`src/rtl/hti_pkg.sv`:
```
package hti_pkg;
   localparam int unsigned WORD_W = 32;
   localparam int unsigned CNT_W  = 2 * WORD_W;

   typedef enum logic [1:0] {
      RG_NONE = 2'd0,
      RG_SWI  = 2'd1,
      RG_CMP  = 2'd2,
      RG_TIME = 2'd3
   } region_e;

   typedef struct packed {
      region_e region;
      logic    upper;
   } decode_t;
endpackage

```
`src/rtl/hti_decode.sv`:
```
module hti_decode
   import hti_pkg::*;
#(
   parameter int unsigned ADDR_W    = 16,
   parameter int unsigned NUM_HARTS = 3,
   parameter int unsigned HART_W    = 2,
   parameter int unsigned SWI_BASE  = 32'h0000,
   parameter int unsigned CMP_BASE  = 32'h4000,
   parameter int unsigned TIME_BASE = 32'hBFF8
) (
   input  logic [ADDR_W-1:0] addr,
   output decode_t           dec,
   output logic [HART_W-1:0] hart
);
   localparam logic [31:0] SWI_SPAN = 32'(NUM_HARTS * 4);
   localparam logic [31:0] CMP_SPAN = 32'(NUM_HARTS * 8);

   logic [31:0] a32;
   logic [31:0] swi_off;
   logic [31:0] cmp_off;
   logic        aligned;

   always_comb begin
      a32     = 32'(addr);
      swi_off = a32 - SWI_BASE;
      cmp_off = a32 - CMP_BASE;
      aligned = (a32[1:0] == 2'b00);
      dec     = '{region: RG_NONE, upper: 1'b0};
      hart    = '0;
      if (aligned && a32 >= SWI_BASE && swi_off < SWI_SPAN) begin
         dec.region = RG_SWI;
         hart       = HART_W'(swi_off >> 2);
      end else if (aligned && a32 >= CMP_BASE && cmp_off < CMP_SPAN) begin
         dec.region = RG_CMP;
         dec.upper  = cmp_off[2];
         hart       = HART_W'(cmp_off >> 3);
      end else if (a32 == TIME_BASE) begin
         dec.region = RG_TIME;
      end else if (a32 == TIME_BASE + 32'd4) begin
         dec.region = RG_TIME;
         dec.upper  = 1'b1;
      end
   end
endmodule

```
`src/rtl/hti_timebase.sv`:
```
module hti_timebase
   import hti_pkg::*;
(
   input  logic             clk,
   input  logic             rst_n,
   input  logic             tick_en,
   output logic [CNT_W-1:0] count
);
   always_ff @(posedge clk) begin
      if (!rst_n)       count <= '0;
      else if (tick_en) count <= count + 1'b1;
   end

   assert_hold_no_tick_R2: assert property (@(posedge clk) disable iff (!rst_n)
      !tick_en |=> $stable(count));
   assert_step_on_tick_R2: assert property (@(posedge clk) disable iff (!rst_n)
      tick_en |=> count != $past(count));
endmodule

```
`src/rtl/hti_hart_slot.sv`:
```
module hti_hart_slot
   import hti_pkg::*;
(
   input  logic              clk,
   input  logic              rst_n,
   input  logic              sw_we,
   input  logic              cmp_we_lo,
   input  logic              cmp_we_hi,
   input  logic [WORD_W-1:0] wdata,
   input  logic [CNT_W-1:0]  time_now,
   output logic [CNT_W-1:0]  cmp_q,
   output logic              soft_q,
   output logic              timer_irq
);
   always_ff @(posedge clk) begin
      if (!rst_n) begin
         cmp_q  <= '0;
         soft_q <= 1'b0;
      end else begin
         if (sw_we)     soft_q <= (wdata != '0);
         if (cmp_we_lo) cmp_q[WORD_W-1:0] <= wdata;
         if (cmp_we_hi) cmp_q[CNT_W-1:WORD_W] <= wdata;
      end
   end

   assign timer_irq = (cmp_q <= time_now);

   assert_sw_set_R5: assert property (@(posedge clk) disable iff (!rst_n)
      sw_we && (wdata != '0) |=> soft_q);
   assert_sw_clear_R5: assert property (@(posedge clk) disable iff (!rst_n)
      sw_we && (wdata == '0) |=> !soft_q);
   assert_lo_keeps_hi_R7: assert property (@(posedge clk) disable iff (!rst_n)
      cmp_we_lo && !cmp_we_hi |=> cmp_q[CNT_W-1:WORD_W] == $past(cmp_q[CNT_W-1:WORD_W]));
   assert_hi_keeps_lo_R7: assert property (@(posedge clk) disable iff (!rst_n)
      cmp_we_hi && !cmp_we_lo |=> cmp_q[WORD_W-1:0] == $past(cmp_q[WORD_W-1:0]));
   assert_rise_has_cause_R8: assert property (@(posedge clk) disable iff (!rst_n)
      $rose(timer_irq) |-> ($past(cmp_we_lo || cmp_we_hi) || time_now != $past(time_now)));
endmodule

```
`src/rtl/hart_timer_irq.sv`:
```
module hart_timer_irq
   import hti_pkg::*;
#(
   parameter int unsigned NUM_HARTS = 3,
   parameter int unsigned ADDR_W    = 16,
   parameter int unsigned SWI_BASE  = 32'h0000,
   parameter int unsigned CMP_BASE  = 32'h4000,
   parameter int unsigned TIME_BASE = 32'hBFF8
) (
   input  logic                 clk,
   input  logic                 rst_n,
   input  logic                 tick_en,
   input  logic                 req,
   input  logic                 wr_en,
   input  logic [ADDR_W-1:0]    addr,
   input  logic [WORD_W-1:0]    wdata,
   output logic [WORD_W-1:0]    rdata,
   output logic [NUM_HARTS-1:0] timer_irq,
   output logic [NUM_HARTS-1:0] soft_irq
);
   localparam int unsigned HART_W = (NUM_HARTS > 1) ? $clog2(NUM_HARTS) : 1;

   generate
      if (NUM_HARTS < 1 || NUM_HARTS > 64)
         $error("hart_timer_irq: NUM_HARTS must be 1..64");
      if (ADDR_W < 4 || ADDR_W > 32)
         $error("hart_timer_irq: ADDR_W must be 4..32");
      if ((SWI_BASE % 4) != 0 || (CMP_BASE % 8) != 0 || (TIME_BASE % 8) != 0)
         $error("hart_timer_irq: window bases misaligned");
      if (SWI_BASE + 4 * NUM_HARTS > CMP_BASE || CMP_BASE + 8 * NUM_HARTS > TIME_BASE)
         $error("hart_timer_irq: windows overlap or are out of order");
      if ((64'(TIME_BASE) + 64'd8) > (64'd1 << ADDR_W))
         $error("hart_timer_irq: time window beyond address space");
   endgenerate

   decode_t           dec;
   logic [HART_W-1:0] hart;
   logic [CNT_W-1:0]  time_now;
   logic [CNT_W-1:0]  cmp_arr [NUM_HARTS];
   logic              wr_go;
   logic              rd_go;
   logic [WORD_W-1:0] rd_word;

   assign wr_go = req && wr_en;
   assign rd_go = req && !wr_en;

   hti_decode #(
      .ADDR_W(ADDR_W), .NUM_HARTS(NUM_HARTS), .HART_W(HART_W),
      .SWI_BASE(SWI_BASE), .CMP_BASE(CMP_BASE), .TIME_BASE(TIME_BASE)
   ) u_decode (
      .addr(addr), .dec(dec), .hart(hart)
   );

   hti_timebase u_timebase (
      .clk(clk), .rst_n(rst_n), .tick_en(tick_en), .count(time_now)
   );

   for (genvar h = 0; h < NUM_HARTS; h++) begin : g_hart
      logic sel;
      assign sel = wr_go && (hart == HART_W'(h));
      hti_hart_slot u_slot (
         .clk       (clk),
         .rst_n     (rst_n),
         .sw_we     (sel && dec.region == RG_SWI),
         .cmp_we_lo (sel && dec.region == RG_CMP && !dec.upper),
         .cmp_we_hi (sel && dec.region == RG_CMP &&  dec.upper),
         .wdata     (wdata),
         .time_now  (time_now),
         .cmp_q     (cmp_arr[h]),
         .soft_q    (soft_irq[h]),
         .timer_irq (timer_irq[h])
      );
   end

   always_comb begin
      rd_word = '0;
      case (dec.region)
         RG_SWI:  rd_word = WORD_W'(soft_irq[hart]);
         RG_CMP:  rd_word = dec.upper ? cmp_arr[hart][CNT_W-1:WORD_W]
                                      : cmp_arr[hart][WORD_W-1:0];
         RG_TIME: rd_word = dec.upper ? time_now[CNT_W-1:WORD_W]
                                      : time_now[WORD_W-1:0];
         default: rd_word = '0;
      endcase
   end

   always_ff @(posedge clk) begin
      if (!rst_n)     rdata <= '0;
      else if (rd_go) rdata <= rd_word;
      else            rdata <= '0;
   end

   assert_idle_rdata_zero_R10: assert property (@(posedge clk) disable iff (!rst_n)
      !rd_go |=> rdata == '0);
   assert_misaligned_read_zero_R9: assert property (@(posedge clk) disable iff (!rst_n)
      rd_go && (addr[1:0] != 2'b00) |=> rdata == '0);
   assert_time_write_ignored_R3: assert property (@(posedge clk) disable iff (!rst_n)
      wr_go && !tick_en && (32'(addr) == TIME_BASE || 32'(addr) == TIME_BASE + 32'd4)
      |=> $stable(time_now));
   assert_bad_write_no_soft_R9: assert property (@(posedge clk) disable iff (!rst_n)
      wr_go && (addr[1:0] != 2'b00) |=> $stable(soft_irq));
endmodule

```
`config.mk`:
```
export PLATFORM = sky130hd
export DESIGN_NAME = hart_timer_irq
export DESIGN_NICKNAME = d
export VERILOG_FILES = /design/src/rtl/hti_pkg.sv /design/src/rtl/hti_decode.sv /design/src/rtl/hti_timebase.sv /design/src/rtl/hti_hart_slot.sv /design/src/rtl/hart_timer_irq.sv
export SDC_FILE = /design/constraint.sdc
export NUM_CORES = 1
export LEC_CHECK = 0
export ABC_CLOCK_PERIOD_IN_PS = 3880
export CORE_MARGIN = 1.5
export CORE_UTILIZATION = 53
export CTS_CLUSTER_DIAMETER = 120
export DETAILED_ROUTE_END_ITERATION = 12
export DONT_BUFFER_PORTS = 1
export PLACE_DENSITY_LB_ADDON = 0.15
export SYNTH_ARGS = -nofsm -noshare
export SYNTH_HDL_FRONTEND = slang
export SYNTH_SLANG_ARGS = --single-unit
```
`constraint.sdc`:
```
create_clock -name clk -period 3.88 [get_ports clk]
set_clock_uncertainty 0.1 [all_clocks]
set_input_delay 0.582 -clock clk [delete_from_list [all_inputs] [get_ports clk]]
set_output_delay 0.582 -clock clk [all_outputs]
set_load 0.02 [all_outputs]
```
==> results_dict.tcl, run 1 <==
set metrics [dict create \
    postSynthRegisterBits 291 \
    path_clk_slew_ns 0.07 \
    starting_density_of_the_core_pct 54.0 \
    holdCritPathClass "primary input to flop" \
    dpl_cell_area_um2 17300 \
    drt.antenna.violating_nets 0 \
    finalNonFillerCells 2411 \
    hold_viol_final 0 \
    setup_viol 0 \
    nNetsFinal 2231 \
    row_count 65 \
    rsz0062_at_grt "no" \
    design.portCount 91 \
    grt_start_max_net_pins 111 \
    dieArea_um2 33200 \
    cts_inserted_buffers 31 \
    synth_area_per_cell_um2 8.48 \
    cts-htree-levels 1 \
    synth_compound_area_share_pct 15.2 \
    dp_worst_setup_slack_ns 0.170 \
    top_area_cells_in_the_synthesized_netlist "sky130_fd_sc_hd__dfxtp_1 (34%), sky130_fd_sc_hd__ha_1 (14%), sky130_fd_sc_hd__nand2_1 (10%)" \
    period_needed_ns 3.82 \
    post_dr_wirelength_cell_um 23.5 \
    ys_seq_area_share_pct 34.2 \
    vdd_ir_drop_max_mv 0.362 \
    cp_top_family "simple AND/OR/NAND/NOR gates" \
    route.detailed.drc 0 \
    setup.worst_path.start_class "flop" \
    setup_ws_ns 0.0576 \
    antenna_violations_before_repair 2 \
    synth_cell_type_count 73 \
    cts.path.max_buffers 3 \
    critical_path_class "flop to primary output" \
    grt.total_usage_pct 34.0 \
    overflow 0 \
    pwr_density_cell_nw_per_um2 338 \
    multi_input_comb_area_um2 10500 \
    setup_tns_ns 0 \
    cp_num_cells 9 \
    timing.critical_path.arrival_ns 3.14 \
    detail_route.first_pass.iterations 6 \
    finalCritPeriodShare_pct 98.5 \
    synthesis.nets 2253 \
    predominant_post_synthesis_flop_cell "sky130_fd_sc_hd__dfxtp_1" \
    synth_area_um2 17000 \
    final_util_pct 58.9 \
    antennaDiodeCount 0 \
    synth_xor_area_share_pct 2.68 \
    synth_simple_gate_area_share_pct 21.0 \
    power.total_mw 6.28 \
    worst-path-buf-inv 2 \
    cp_cell_sequence "inv_1, ha_1, nand2_1, nor3_4, nand4_1, or4_4, nor2b_1, a22oi_2, buf_4" \
    place_congestion 0.962 \
    place_inst 2350 \
    die-height_um 182 \
    synth_top_family_by_area "simple AND/OR/NAND/NOR gates" \
    fp.coreArea_um2 31600 \
    path_max_fanout 4 \
    timing.rr.start "u_timebase.count[27]" \
    muxShareOfSynthArea_pct 7.68 \
    hold_slack_final_ns 0.0269 \
    min_from "wdata[8]" \
    post_route_cells_drive_above_1_share_pct 11.6 \
    cts_tree "done" \
    reg2reg_slack_ns 0.86 \
    register_area_um2 5840 \
    num_vias 15140 \
    r2r_end "u_timebase.count[58]" \
    final_max_slew_viol_count 0 \
    synth_largest_area_cell "sky130_fd_sc_hd__dfxtp_1" \
    synthArstFlopShare_pct 0 \
    grt_pass1_vias 14668 \
    maxClockFrequency_mhz 262 \
    port_buffers 0 \
    clock_sinks 291 \
    worst_path_largest_cell_delay_ns 0.56 \
    place.detailed.hpwl_um 40500 \
    holdBufCountCts 0 \
    number_of_fill_cells_in_the_layout 2884 \
    timing.critical_path.to_type "primary output" \
    root_buffer_cell "sky130_fd_sc_hd__clkbuf_16" \
    fp.dieW_um 182 \
    status "completed" \
    critPathSlowestCell "sky130_fd_sc_hd__or4_4" \
    timing.max_cap.violations 0 \
    yosysTopAreaCellShare_pct 34.2 \
    power_leakage_nw 7.04 \
    timing.reg2reg.worst_path_depth 7 \
    first_pass_grt_wire_length_um 87000 \
    timing.hold.worst_path_depth 2 \
    max_slew.worst_pin.slew_ns 1.17 \
    detailedRoute.firstIterationViolations 1488 \
    routed_wirelength_um 56600 \
    yosys_warnings 0 \
    stdcell_area_um2 18600 \
    synthCells 2007 \
    synth_adder_area_share_pct 14.2 \
    syn2layout_area_growth_pct 9.22 \
    max-slew-margin-rel_pct 21.9 \
    avgViaCountPerCell 6.28 \
    number_of_enable_type_register_cells_in_the_synthesized_netlist 0 \
    worst-endpoint-required_ns 3.20 \
    clkLatencyLatePin_ns 0.58 \
    worstHoldEndpoint "g_hart[1].u_slot.cmp_q[40]" \
]
## how the worst max path moves through the flow
| stage | start | endpoint | slack [ns] |
|---|---|---|---|
| floorplan | u_timebase.count[27] | timer_irq[0] | 0.85 |
| global placement | u_timebase.count[41] | timer_irq[2] | 0.21 |
| detailed placement | u_timebase.count[41] | timer_irq[2] | 0.17 |
| CTS | u_timebase.count[2] | timer_irq[1] | 0.008 |
| global route | u_timebase.count[53] | timer_irq[2] | 0.006 |
| finish | u_timebase.count[57] | timer_irq[0] | 0.06 |
## where the power goes
part	total (mW)	leakage, nW	internal, mW	switching [mW]
logic	0.168	4.17	0.0566	0.111
registers	2.99	2.35	2.99	0.00231
clock network	3.12	0.518	1.86	1.26
total	6.28	7.04	4.90	1.38
## cells by family after synthesis
logic type / after synthesis
and+or+nand+nor: 788
AOI/OAI and AO/OA: 421
DFF: 291
adders and majority gates: 193
buffers and inverters: 169
muxes: 93
xor gates and xnor gates: 52
## final cells by class
type | instances | area share [%]
Tap cell | 402 | 2.71
Sequential cell | 291 | 31.4
Clock inverter | 16 | 1.15
Clock buffer | 41 | 4.54
Timing Repair Buffer | 44 | 2.20
Inverter | 70 | 1.47
Multi-Input combinational cell | 1547 | 56.5
## Yosys cell counts, drive strengths merged (8+ instances only)
master  instances
a211oi         21
nor2          104
a21oi         252
inv            70
nand3          44
o21ai          54
nand4          52
o221ai         32
and3            8
mux2i          62
nor4           23
buf            46
clkbuf         53
nand2         482
mux4           30
ha            193
or3            16
nor3           27
dfxtp         291
a21o           10
xnor2          52
## sequential cells by signal (all words and copies together) (netlist names)
signal                count
rdata                    32
g_hart.u_slot.cmp_q     192
g_hart.u_slot.soft_q      3
u_timebase.count         64
## metal layers
layer / track usage [%] / routed length (um) / up-vias
met2: 54.0 / 25100 / 667
met1: 46.3 / 24400 / 7222
met5: 0 / 17 / -
met4: 12.4 / 2250 / 2
met3: 6.19 / 4850 / 150
li1: - / - / 7099
## placed cells by master (no fill, tap or decap), types with 5 or more instances in the layout
| cell | Yosys | final |
|---|---|---|
| sky130_fd_sc_hd__nand2_1 | 468 | 468 |
| sky130_fd_sc_hd__dfxtp_1 | 291 | 277 |
| sky130_fd_sc_hd__a21oi_1 | 224 | 224 |
| sky130_fd_sc_hd__ha_1 | 193 | 191 |
| sky130_fd_sc_hd__nor2_1 | 96 | 93 |
| sky130_fd_sc_hd__inv_1 | 69 | 62 |
| sky130_fd_sc_hd__mux2i_1 | 62 | 62 |
| sky130_fd_sc_hd__xnor2_1 | 52 | 52 |
| sky130_fd_sc_hd__nand4_1 | 51 | 51 |
| sky130_fd_sc_hd__o21ai_0 | 53 | 49 |
| sky130_fd_sc_hd__nand3_1 | 44 | 44 |
| sky130_fd_sc_hd__buf_4 | 16 | 37 |
| sky130_fd_sc_hd__o221ai_1 | 32 | 32 |
| sky130_fd_sc_hd__clkbuf_16 | 0 | 31 |
| sky130_fd_sc_hd__mux4_2 | 30 | 30 |
| sky130_fd_sc_hd__a21oi_2 | 28 | 28 |
| sky130_fd_sc_hd__nor3_1 | 25 | 23 |
| sky130_fd_sc_hd__a211oi_1 | 21 | 19 |
| sky130_fd_sc_hd__nor4_1 | 20 | 16 |
| sky130_fd_sc_hd__or3_1 | 15 | 15 |
| sky130_fd_sc_hd__nand2_2 | 14 | 14 |
| sky130_fd_sc_hd__dfxtp_2 | 0 | 14 |
| sky130_fd_sc_hd__a21o_1 | 10 | 10 |
| sky130_fd_sc_hd__and3_1 | 8 | 8 |
| sky130_fd_sc_hd__clkinv_2 | 0 | 8 |
| sky130_fd_sc_hd__o211ai_1 | 7 | 7 |
| sky130_fd_sc_hd__nor2_2 | 4 | 7 |
| sky130_fd_sc_hd__clkbuf_1 | 53 | 7 |
| sky130_fd_sc_hd__inv_2 | 1 | 6 |
| sky130_fd_sc_hd__buf_12 | 0 | 6 |
| sky130_fd_sc_hd__nor2b_1 | 5 | 5 |
| sky130_fd_sc_hd__o21bai_1 | 5 | 5 |
| sky130_fd_sc_hd__bufinv_16 | 0 | 5 |
## worst register-to-register path, delay by kind of cell (launching register included)
family	cells	cell delay, ns
AOI/OAI and AO/OA	1	0.14
buffers and inverters	1	0.15
DFF	1	0.34
and+or+nand+nor	5	2.21
## repair_timing
action                     in CTS  in global routing
resized for setup              28                 27
setup endpoints to repair       3                  3
cloned                          0                  0
setup buffers                   4                  0
pin swaps                       6                 10
hold endpoints to repair        0                  0
(Power assumes the default switching activity.)
==> run 2: changes to the inputs <==
--- a/config.mk
+++ b/config.mk
@@ -8,7 +8,7 @@
 export ABC_CLOCK_PERIOD_IN_PS = 3880
 export CORE_MARGIN = 1.5
 export CORE_UTILIZATION = 53
-export CTS_CLUSTER_DIAMETER = 120
+export CTS_CLUSTER_DIAMETER = 80
 export DETAILED_ROUTE_END_ITERATION = 12
 export DONT_BUFFER_PORTS = 1
 export PLACE_DENSITY_LB_ADDON = 0.15
==> results of run 2 <==
Same layout as run 1: the final DEF is identical, and so are final timing and power.
==> run 3: changes to the inputs <==
--- a/config.mk
+++ b/config.mk
@@ -12,6 +12,7 @@
 export DETAILED_ROUTE_END_ITERATION = 12
 export DONT_BUFFER_PORTS = 1
 export PLACE_DENSITY_LB_ADDON = 0.15
+export SLEW_MARGIN = 10
 export SYNTH_ARGS = -nofsm -noshare
 export SYNTH_HDL_FRONTEND = slang
 export SYNTH_SLANG_ARGS = --single-unit
==> results of run 3 <==
Same layout as run 1: the final DEF is identical, and so are final timing and power.
